[config.mk]
export PLATFORM = sky130hd
export DESIGN_NAME = xtrig_ctrl
export DESIGN_NICKNAME = d
export VERILOG_FILES = /design/src/rtl/xtrig_pkg.sv /design/src/rtl/xtrig_regs.sv /design/src/rtl/xtrig_route.sv /design/src/rtl/xtrig_latch.sv /design/src/rtl/xtrig_ctrl.sv
export SDC_FILE = /design/constraint.sdc
export NUM_CORES = 1
export LEC_CHECK = 0
export BUFFER_PORTS_ARGS = -buffer_cell sky130_fd_sc_hd__buf_4
export CORE_ASPECT_RATIO = 0.7
export CORE_UTILIZATION = 45
export CTS_CLUSTER_SIZE = 8
export DETAILED_ROUTE_END_ITERATION = 12
export GPL_TIMING_DRIVEN = 0
export PLACE_DENSITY = 0.67
export SYNTH_ARGS = -nofsm -noshare
export SYNTH_HDL_FRONTEND = slang
export SYNTH_SLANG_ARGS = --single-unit
[constraint.sdc]
create_clock -name clk -period 2.9 [get_ports clk]
set_input_delay 0.58 -clock clk [delete_from_list [all_inputs] [get_ports clk]]
set_output_delay 0.58 -clock clk [all_outputs]
set_load 0.01 [all_outputs]
[src/rtl/xtrig_pkg.sv]
package xtrig_pkg;
   // Word indices (byte offset / 4) of the implemented registers
   localparam int W_CTRL   = 'h000 / 4;
   localparam int W_ACK    = 'h010 / 4;
   localparam int W_PULSE  = 'h01C / 4;
   localparam int W_INEN   = 'h020 / 4;
   localparam int W_OUTEN  = 'h0A0 / 4;
   localparam int W_STATUS = 'h134 / 4;
   localparam int W_GATE   = 'h140 / 4;
   localparam int DATA_W   = 32;
   localparam int MAX_LINES = 32;
endpackage

[src/rtl/xtrig_regs.sv]
module xtrig_regs
   import xtrig_pkg::*;
#(
   parameter int NCH  = 4,
   parameter int NIN  = 8,
   parameter int NOUT = 8,
   parameter int AW   = 12
) (
   input  logic                           clk,
   input  logic                           rst_n,
   input  logic                           wr_i,
   input  logic                           rd_i,
   input  logic [AW-1:0]                  addr_i,
   input  logic [DATA_W-1:0]              wdata_i,
   input  logic [NOUT-1:0]                status_i,
   output logic [DATA_W-1:0]              rdata_o,
   output logic                           en_o,
   output logic [NCH-1:0]                 gate_o,
   output logic [NIN-1:0][NCH-1:0]        inen_o,
   output logic [NOUT-1:0][NCH-1:0]       outen_o,
   output logic [NCH-1:0]                 pulse_o,
   output logic [NOUT-1:0]                ack_o
);
   localparam int WW = AW - 2;

   logic [WW-1:0]     word;
   logic [DATA_W-1:0] rd_val;
   logic              hit_pulse;

   assign word      = addr_i[AW-1:2];
   assign hit_pulse = wr_i && (word == WW'(W_PULSE));
   assign ack_o     = (wr_i && (word == WW'(W_ACK))) ? wdata_i[NOUT-1:0] : '0;

   always_ff @(posedge clk or negedge rst_n) begin
      if (!rst_n) begin
         en_o    <= 1'b0;
         gate_o  <= '0;
         inen_o  <= '0;
         outen_o <= '0;
         pulse_o <= '0;
      end else begin
         pulse_o <= hit_pulse ? wdata_i[NCH-1:0] : '0;
         if (wr_i) begin
            if (word == WW'(W_CTRL)) en_o   <= wdata_i[0];
            if (word == WW'(W_GATE)) gate_o <= wdata_i[NCH-1:0];
            for (int n = 0; n < NIN; n++)
               if (word == WW'(W_INEN + n)) inen_o[n] <= wdata_i[NCH-1:0];
            for (int n = 0; n < NOUT; n++)
               if (word == WW'(W_OUTEN + n)) outen_o[n] <= wdata_i[NCH-1:0];
         end
      end
   end

   always_comb begin
      rd_val = '0;
      if (word == WW'(W_CTRL))   rd_val = DATA_W'(en_o);
      if (word == WW'(W_GATE))   rd_val = DATA_W'(gate_o);
      if (word == WW'(W_STATUS)) rd_val = DATA_W'(status_i);
      for (int n = 0; n < NIN; n++)
         if (word == WW'(W_INEN + n)) rd_val = DATA_W'(inen_o[n]);
      for (int n = 0; n < NOUT; n++)
         if (word == WW'(W_OUTEN + n)) rd_val = DATA_W'(outen_o[n]);
   end

   always_ff @(posedge clk or negedge rst_n) begin
      if (!rst_n) rdata_o <= '0;
      else        rdata_o <= rd_i ? rd_val : '0;
   end

   // status read returns the trigger levels seen at the read edge
   a_r9_status_read: assert property (@(posedge clk) disable iff (!rst_n)
      (rd_i && word == WW'(W_STATUS)) |=> rdata_o == DATA_W'($past(status_i)));
   // the pulse register is write-only
   a_r6_pulse_reads_zero: assert property (@(posedge clk) disable iff (!rst_n)
      (rd_i && word == WW'(W_PULSE)) |=> rdata_o == '0);
   // the acknowledge register is write-only
   a_r8_ack_reads_zero: assert property (@(posedge clk) disable iff (!rst_n)
      (rd_i && word == WW'(W_ACK)) |=> rdata_o == '0);
endmodule

[src/rtl/xtrig_route.sv]
module xtrig_route #(
   parameter int NCH  = 4,
   parameter int NIN  = 8,
   parameter int NOUT = 8
) (
   input  logic                     clk,
   input  logic                     rst_n,
   input  logic                     en_i,
   input  logic [NCH-1:0]           gate_i,
   input  logic [NIN-1:0][NCH-1:0]  inen_i,
   input  logic [NOUT-1:0][NCH-1:0] outen_i,
   input  logic [NIN-1:0]           trig_in_i,
   input  logic [NCH-1:0]           pulse_i,
   input  logic [NCH-1:0]           chan_in_i,
   output logic [NCH-1:0]           chan_out_o,
   output logic [NOUT-1:0]          fire_o
);
   logic [NCH-1:0] loc_ev;
   logic [NCH-1:0] all_ev;

   always_comb begin
      loc_ev = pulse_i;
      for (int n = 0; n < NIN; n++)
         if (trig_in_i[n]) loc_ev = loc_ev | inen_i[n];
      if (!en_i) loc_ev = '0;
   end

   assign all_ev = en_i ? (loc_ev | (chan_in_i & gate_i)) : '0;

   for (genvar n = 0; n < NOUT; n++) begin : g_fire
      assign fire_o[n] = |(all_ev & outen_i[n]);
   end

   always_ff @(posedge clk or negedge rst_n) begin
      if (!rst_n) chan_out_o <= '0;
      else        chan_out_o <= loc_ev & gate_i;
   end

   // a disabled unit sends nothing to the matrix
   a_r2_quiet_when_off: assert property (@(posedge clk) disable iff (!rst_n)
      !en_i |=> chan_out_o == '0);
   // only gated channels reach the matrix
   a_r3_gate_out: assert property (@(posedge clk) disable iff (!rst_n)
      (chan_out_o & ~$past(gate_i)) == '0);
   // without a local source nothing is sent, whatever arrives on chan_in
   a_r12_no_echo: assert property (@(posedge clk) disable iff (!rst_n)
      (pulse_i == '0 && trig_in_i == '0) |=> chan_out_o == '0);
endmodule

[src/rtl/xtrig_latch.sv]
module xtrig_latch #(
   parameter int NOUT = 8
) (
   input  logic            clk,
   input  logic            rst_n,
   input  logic [NOUT-1:0] fire_i,
   input  logic [NOUT-1:0] ack_i,
   output logic [NOUT-1:0] trig_o
);
   for (genvar n = 0; n < NOUT; n++) begin : g_bit
      always_ff @(posedge clk or negedge rst_n) begin
         if (!rst_n)         trig_o[n] <= 1'b0;
         else if (fire_i[n]) trig_o[n] <= 1'b1;
         else if (ack_i[n])  trig_o[n] <= 1'b0;
      end

      // a mapped event sets the trigger at the next edge
      a_r5_set: assert property (@(posedge clk) disable iff (!rst_n)
         fire_i[n] |=> trig_o[n]);
      // a set trigger holds until acknowledged
      a_r7_hold: assert property (@(posedge clk) disable iff (!rst_n)
         (trig_o[n] && !ack_i[n]) |=> trig_o[n]);
      // a trigger only falls after an acknowledge
      a_r8_clear_needs_ack: assert property (@(posedge clk) disable iff (!rst_n)
         $fell(trig_o[n]) |-> $past(ack_i[n]));
   end
endmodule

[src/rtl/xtrig_ctrl.sv]
module xtrig_ctrl
   import xtrig_pkg::*;
#(
   parameter int NCH  = 4,
   parameter int NIN  = 8,
   parameter int NOUT = 8,
   parameter int AW   = 12
) (
   input  logic              clk,
   input  logic              rst_n,
   input  logic              reg_wr,
   input  logic              reg_rd,
   input  logic [AW-1:0]     reg_addr,
   input  logic [31:0]       reg_wdata,
   output logic [31:0]       reg_rdata,
   input  logic [NIN-1:0]    trig_in,
   output logic [NOUT-1:0]   trig_out,
   input  logic [NCH-1:0]    chan_in,
   output logic [NCH-1:0]    chan_out
);
   if (NCH < 1 || NCH > MAX_LINES) begin : g_bad_nch
      $error("NCH must lie in 1..32");
   end
   if (NIN < 1 || NIN > MAX_LINES) begin : g_bad_nin
      $error("NIN must lie in 1..32");
   end
   if (NOUT < 1 || NOUT > MAX_LINES) begin : g_bad_nout
      $error("NOUT must lie in 1..32");
   end
   if (AW < 9) begin : g_bad_aw
      $error("AW must reach offset 0x140");
   end

   logic                     en;
   logic [NCH-1:0]           gate;
   logic [NIN-1:0][NCH-1:0]  inen;
   logic [NOUT-1:0][NCH-1:0] outen;
   logic [NCH-1:0]           pulse;
   logic [NOUT-1:0]          ack;
   logic [NOUT-1:0]          fire;

   xtrig_regs #(.NCH(NCH), .NIN(NIN), .NOUT(NOUT), .AW(AW)) u_regs (
      .clk(clk), .rst_n(rst_n), .wr_i(reg_wr), .rd_i(reg_rd),
      .addr_i(reg_addr), .wdata_i(reg_wdata), .status_i(trig_out),
      .rdata_o(reg_rdata), .en_o(en), .gate_o(gate), .inen_o(inen),
      .outen_o(outen), .pulse_o(pulse), .ack_o(ack)
   );

   xtrig_route #(.NCH(NCH), .NIN(NIN), .NOUT(NOUT)) u_route (
      .clk(clk), .rst_n(rst_n), .en_i(en), .gate_i(gate), .inen_i(inen),
      .outen_i(outen), .trig_in_i(trig_in), .pulse_i(pulse),
      .chan_in_i(chan_in), .chan_out_o(chan_out), .fire_o(fire)
   );

   xtrig_latch #(.NOUT(NOUT)) u_latch (
      .clk(clk), .rst_n(rst_n), .fire_i(fire), .ack_i(ack), .trig_o(trig_out)
   );

   // an accepted incoming event on a mapped channel sets a trigger
   a_r10_remote_set: assert property (@(posedge clk) disable iff (!rst_n)
      (en && |(chan_in & gate & outen[0])) |=> trig_out[0]);
endmodule

=== Word level (Yosys, flattened, before mapping) ===
Cells that the tools add are included.

* Output and inout bits: 44
* Input bits: 60
* Register bits: 117

* Equality and inequality tests: 20
* Mux-type cells: 48
* Bitwise gates (word level): 19
* Reduce and logical (&&, ||, !) cells: 37

{| class="wikitable"
|+ Operators by type and width
! cell !! count
|-
| 2-to-1 mux 8 bit || 19
|-
| == test 10 x 4 -> 1 bit (second input constant) || 8
|-
| == test 10 x 6 -> 1 bit (second input constant) || 8
|-
| 2-to-1 mux 4 bit || 12
|-
| AND 4 bit || 10
|-
| OR 4 bit || 9
|-
| AND reduction 2 bit || 18
|-
| OR reduction 4 bit || 8
|-
| == test 10 x 3 -> 1 bit (second input constant) || 2
|-
| == test 10 x 7 -> 1 bit (second input constant) || 2
|-
| 2-to-1 mux 1 bit || 17
|-
| nonzero test 2 bit || 8
|-
| zero test 10 bit || 1
|-
| logical AND 1 bit || 2
|}

=== Logic depth before layout (Yosys ltp) ===
* Word-level depth: 22
* Depth in mapped cells: 9

=== Modules after synthesis ===
From an unflattened synthesis, not the netlist that was laid out.

* Cell total of the unflattened synthesis: 517
* Area total of the unflattened synthesis: 5,420.2 um^2

{| class="wikitable"
|+ Modules (own cells, without submodules)
! module !! cells an instance !! area an instance (um^2) !! times used
|-
| xtrig_regs || 408 || 4,476.8 || 1
|-
| xtrig_route || 85 || 653.1 || 1
|-
| xtrig_latch || 24 || 290.3 || 1
|}

=== Least setup slack after synthesis ===
Ideal clock, no wire load.

* Path kind: input-to-reg
* Start: in reg_addr[7]
* End: reg u_regs.rdata_o[0]
* Stages: 7
* Path buffers: 1
* Arrival: 1,963 ps
* Path slack: 791 ps
* Cell sequence: or4_4 > buf_6 > nor2_8 > nand3_4 > or3_1 > a21oi_1 > a211oi_2

* Word-level cells in the longest chain between the ends: 21

{| class="wikitable"
|+ Ends and longest elaborated chain
! element !! RTL line !! RTL
|-
| start, declared || xtrig_ctrl.sv:13 || <nowiki>input logic [AW-1:0] reg_addr,</nowiki>
|-
| zero test 10 bit || xtrig_regs.sv:56 || <nowiki>if (word == WW'(W_CTRL)) rd_val = DATA_W'(en_o);</nowiki>
|-
| 2-to-1 mux 1 bit || xtrig_regs.sv:56 ||
|-
| 2-to-1 mux 4 bit || xtrig_regs.sv:57 || <nowiki>if (word == WW'(W_GATE)) rd_val = DATA_W'(gate_o);</nowiki>
|-
| 2-to-1 mux 8 bit || xtrig_regs.sv:58 || <nowiki>if (word == WW'(W_STATUS)) rd_val = DATA_W'(status_i);</nowiki>
|-
| 2-to-1 mux 8 bit (8 in a row) || xtrig_regs.sv:60 || <nowiki>if (word == WW'(W_INEN + n)) rd_val = DATA_W'(inen_o[n]);</nowiki>
|-
| 2-to-1 mux 8 bit (7 in a row) || xtrig_regs.sv:62 || <nowiki>if (word == WW'(W_OUTEN + n)) rd_val = DATA_W'(outen_o[n]);</nowiki>
|-
| 2-to-1 mux 8 bit * || xtrig_regs.sv:62 ||
|-
| 2-to-1 mux 8 bit * || xtrig_regs.sv:67 || <nowiki>else rdata_o <= rd_i ? rd_val : '0;</nowiki>
|-
| end signal, assigned || xtrig_regs.sv:67 ||
|-
| end, declared || xtrig_regs.sv:16 || <nowiki>output logic [DATA_W-1:0] rdata_o,</nowiki>
|}

Mark *: on every way between the ends. The rest lies on a longest branch, timed or not.
A chain may end at the register's enable or synchronous reset.

=== Worst setup path after layout ===
* Start: reg u_regs.inen_o[14] (netlist bit)
* End: reg u_latch.trig_o[5]

* Word-level cells in the longest chain between the ends: 16

{| class="wikitable"
|+ Ends and longest elaborated chain
! element !! RTL line !! RTL
|-
| start, declared || xtrig_regs.sv:19 || <nowiki>output logic [NIN-1:0][NCH-1:0] inen_o,</nowiki>
|-
| start signal, assigned by index || xtrig_regs.sv:47 || <nowiki>if (word == WW'(W_INEN + n)) inen_o[n] <= wdata_i[NCH-1:0];</nowiki>
|-
| OR 4 bit * || xtrig_route.sv:24 || <nowiki>if (trig_in_i[n]) loc_ev = loc_ev | inen_i[n];</nowiki>
|-
| 2-to-1 mux 4 bit * || xtrig_route.sv:24 ||
|-
| OR 4 bit || xtrig_route.sv:24 ||
|-
| 2-to-1 mux 4 bit * || xtrig_route.sv:24 ||
|-
| OR 4 bit || xtrig_route.sv:24 ||
|-
| 2-to-1 mux 4 bit * || xtrig_route.sv:24 ||
|-
| OR 4 bit || xtrig_route.sv:24 ||
|-
| 2-to-1 mux 4 bit * || xtrig_route.sv:24 ||
|-
| OR 4 bit || xtrig_route.sv:24 ||
|-
| 2-to-1 mux 4 bit * || xtrig_route.sv:24 ||
|-
| 2-to-1 mux 4 bit * || xtrig_route.sv:25 || <nowiki>if (!en_i) loc_ev = '0;</nowiki>
|-
| OR 4 bit * || xtrig_route.sv:28 || <nowiki>assign all_ev = en_i ? (loc_ev | (chan_in_i & gate_i)) : '0;</nowiki>
|-
| 2-to-1 mux 4 bit * || xtrig_route.sv:28 ||
|-
| AND 4 bit * || xtrig_route.sv:31 || <nowiki>assign fire_o[n] = |(all_ev & outen_i[n]);</nowiki>
|-
| OR reduction 4 bit * || xtrig_route.sv:31 ||
|-
| 2-to-1 mux 1 bit or nonzero test 2 bit (tied branches) || -- ||
|-
| end signal, assigned by index || xtrig_latch.sv:12 || <nowiki>if (!rst_n) trig_o[n] <= 1'b0;</nowiki>
|-
| end signal, assigned by index || xtrig_latch.sv:13 || <nowiki>else if (fire_i[n]) trig_o[n] <= 1'b1;</nowiki>
|-
| end signal, assigned by index || xtrig_latch.sv:14 || <nowiki>else if (ack_i[n]) trig_o[n] <= 1'b0;</nowiki>
|-
| end, declared || xtrig_latch.sv:8 || <nowiki>output logic [NOUT-1:0] trig_o</nowiki>
|}

Marks and branches as above.

==> results.sh <==
export IMPL_status="complete, no violations"
export IMPL_ir_drop_mv=0.406
export IMPL_p_int_uw=2190
export IMPL_finClkSkew_ns=0.0128
export IMPL_netlist_area_sq_um=5190
export IMPL_p_clk_frac=0.442
export IMPL_ys_warnings_count=0
export IMPL_synth_cells=503
export IMPL_r2r_slack_ns=0.27
export IMPL_syn_area_per_cell_sq_um=10.3
export IMPL_die_w_um=130
export IMPL_most_common_layout_cells="dfrtp_1, buf_4, mux2_2, nand2_1, nor2_1"
export IMPL_die_height_um=91.8
export IMPL_holdBufCountCts=0
export IMPL_regArea_sq_um=2330
export IMPL_wire_per_inst_um=24.7
export IMPL_drv_slew=0
export IMPL_clk_pin_slew_worst_paths_ns=0.06
export IMPL_ys_seq_elements=93
export IMPL_num_io_pins=104
export IMPL_fin_crit_sh=0.906
export IMPL_p_comb_frac=0.100
export IMPL_ys_types=56
export IMPL_crit_path_end_kind="register"
export IMPL_antenna_cells=0
export IMPL_powerDensity_nw_per_um2=470
export IMPL_grt_pass1_wl_um=27400
export IMPL_clock_latency_ns=0.35
export IMPL_grt_pass1_vias=4413
export IMPL_overflow=0
export IMPL_worstSetupPathType="register to register"
export IMPL_cts_inserted_buffers=9
export IMPL_tightestPinTransition_ns=1.18
export IMPL_fin_cells=742
export IMPL_grt_use_total=0.324
export IMPL_ant_nets=0
export IMPL_drive_above_1_share=0.311
export IMPL_rsz0062_at_grt="no"
export IMPL_holdWs_ns=0.450
export IMPL_clock_tree_root_cell="clkbuf_16"
export IMPL_worstHoldPathType="input port to asynchronous set/reset pin"
export IMPL_critical_path_endpoint="u_latch.trig_o[5]"
export IMPL_stdcell_area_sq_um=6170
export IMPL_critPathMaxFanout=8
export IMPL_setup_viol=0
export IMPL_cts_tree="yes"
export IMPL_synth_flop_cell="dfrtp_1"
export IMPL_firstDrtPassIters=6
export IMPL_port_buffers=48
export IMPL_postPlaceCellArea_sq_um=5830
export IMPL_ys_async_sr_fraction=1.00
export IMPL_n_fill_cell=1033
export IMPL_drt_iter0_markers=445
export IMPL_total_power_uw=2900
export IMPL_slew_headroom=0.215
export IMPL_core_area_sq_um=11100
export IMPL_drc=0
export IMPL_place_inst=727
export IMPL_dpl_hpwl_um=13900
export IMPL_ff2ff_path_depth=6
export IMPL_final_util=0.554
export IMPL_grt_max_degree=94
export IMPL_cp_start_kind="register"
export IMPL_p_sw_frac=0.246
export IMPL_startpoint="u_regs.inen_o[14]"
export IMPL_multiInputGateArea_sq_um=2650
export IMPL_vias=4576
export IMPL_die_area_sq_um=12000
export IMPL_drt_wl_total_um=18300
export IMPL_r2r_end="u_latch.trig_o[5]"
export IMPL_yosysSeqAreaShare=0.449
export IMPL_vias_per_cell=6.17
export IMPL_worstPathRequired_ns=3.11
export IMPL_start_util=0.466
export IMPL_cts_sinks=93
export IMPL_fin_nets=645
export IMPL_power_switching_uw=712
export IMPL_seqPwrFrac=0.458
export IMPL_timing_fmax_mhz=381
export IMPL_crit_arrival_ns=2.84
export IMPL_drv_cap=0
export IMPL_gp_congestion=1.01
export IMPL_htreeDepth=3
export IMPL_final_common_cell="dfrtp_1"
export IMPL_rows=32
export IMPL_p_leak_uw=0.00292
export IMPL_synth_edf_count=0
export IMPL_cts_max_path_buffers=2
export IMPL_antenna_found_initial=0
export IMPL_syn2layout_area_growth_pct=18.9
export IMPL_hold_violations=0
export IMPL_min_period_ns=2.63
export IMPL_reg2reg_from="u_regs.inen_o[14]"
[how the worst min path moves through the flow]
stage	slack [ns]	to	cells past startpoint
after detailed placement	0.49	u_latch.trig_o[3]	2
after global placement	0.48	u_latch.trig_o[5]	2
after floorplan	0.28	u_latch.trig_o[0]	0
after global routing	0.54	u_latch.trig_o[3]	2
final	0.45	u_regs.inen_o[23]	1
after CTS	0.50	u_latch.trig_o[5]	4
[kinds of logic after synthesis]
family | Yosys count | share of synthesized area
other cells | 1 | 0.000723
buf+inv | 54 | 0.0610
flops | 93 | 0.449
mux | 85 | 0.182
simple gates | 161 | 0.160
compound gates | 109 | 0.148
[sequential cells by signal, summed over array words and instances, names as in the netlist]
| signal | flops |
|---|---|
| u_regs.en_o | 1 |
| u_route.chan_out_o | 4 |
| u_latch.trig_o | 8 |
| u_regs.rdata_o | 8 |
| u_regs.outen_o | 32 |
| u_regs.gate_o | 4 |
| u_regs.inen_o | 32 |
| u_regs.pulse_o | 4 |
[per-layer routing]
layer,vias up,global-route usage,share of wire
met3,26,0.128,0.13
met1,2274,0.485,0.46
met4,0,0.0727,0.014
li1,1974,-,-
met5,-,0,0
met2,302,0.431,0.40
[power by group through the flow]
stage	registers [uW]	clock network [uW]	logic [uW]
detailed placement	1350	0	279
global route	1330	1340	310
finish	1330	1280	290
global placement	1350	0	277
floorplan	1340	0	151
CTS	1330	1290	280
[stage by stage]
step	worst slack (ns)	TNS (ns)
after detailed placement	-0.401	-2.31
after global routing	0.117	0
after global placement	-0.860	-5.99
after CTS	0.128	0
after floorplan	0.791	0
final	0.272	0
[what timing repair did]
action,CTS,global route
resized for setup,1,2
setup endpoints to repair,4,3
buffers inserted,0,0
pin swaps,0,0
[synth_stat cells, types with 3 or more instances]
cell        n  area, sq um
and3_1      7         43.8
mux2i_1    11          110
a21oi_1    22          110
a2111oi_0   3         26.3
o32ai_1     3         26.3
nand2b_1    4         25.0
nand3_1    25          125
and2_1     13         81.3
buf_4      26          195
nor3_1      6         30.0
nor2b_1     5         31.3
nand2_1    53          199
buf_2       7         35.0
o31ai_1     5         37.5
buf_1       4         15.0
a222oi_1    4         40.0
nor2_1     31          116
a22oi_1    12         90.1
o21ai_0    19         95.1
a32oi_1    10         87.6
a31oi_1     8         50.1
a22o_1      4         35.0
inv_1       4         15.0
dfrtp_1    93         2330
clkbuf_1   12         45.0
mux2_2     74          833
[layout make-up]
| class | count | share of cell area |
|---|---|---|
| multi-input cells | 379 | 0.430 |
| flip-flops and latches | 93 | 0.377 |
| repair buffers | 48 | 0.0584 |
| plain buffers | 50 | 0.0489 |
| clock buffers | 10 | 0.0388 |
| well taps | 153 | 0.0310 |
| clock inverters | 5 | 0.0134 |
| inverters | 4 | 0.00244 |
[worst max-delay path: stages, from the launching register on]
cell       delay (ns)
dfrtp_1          0.44
a222oi_1         0.35
nand2_1          0.11
a2111oi_1        0.64
a21oi_1          0.42
a32oi_1          0.41
nand3_1          0.12
Power figures use the tool's default switching activity.
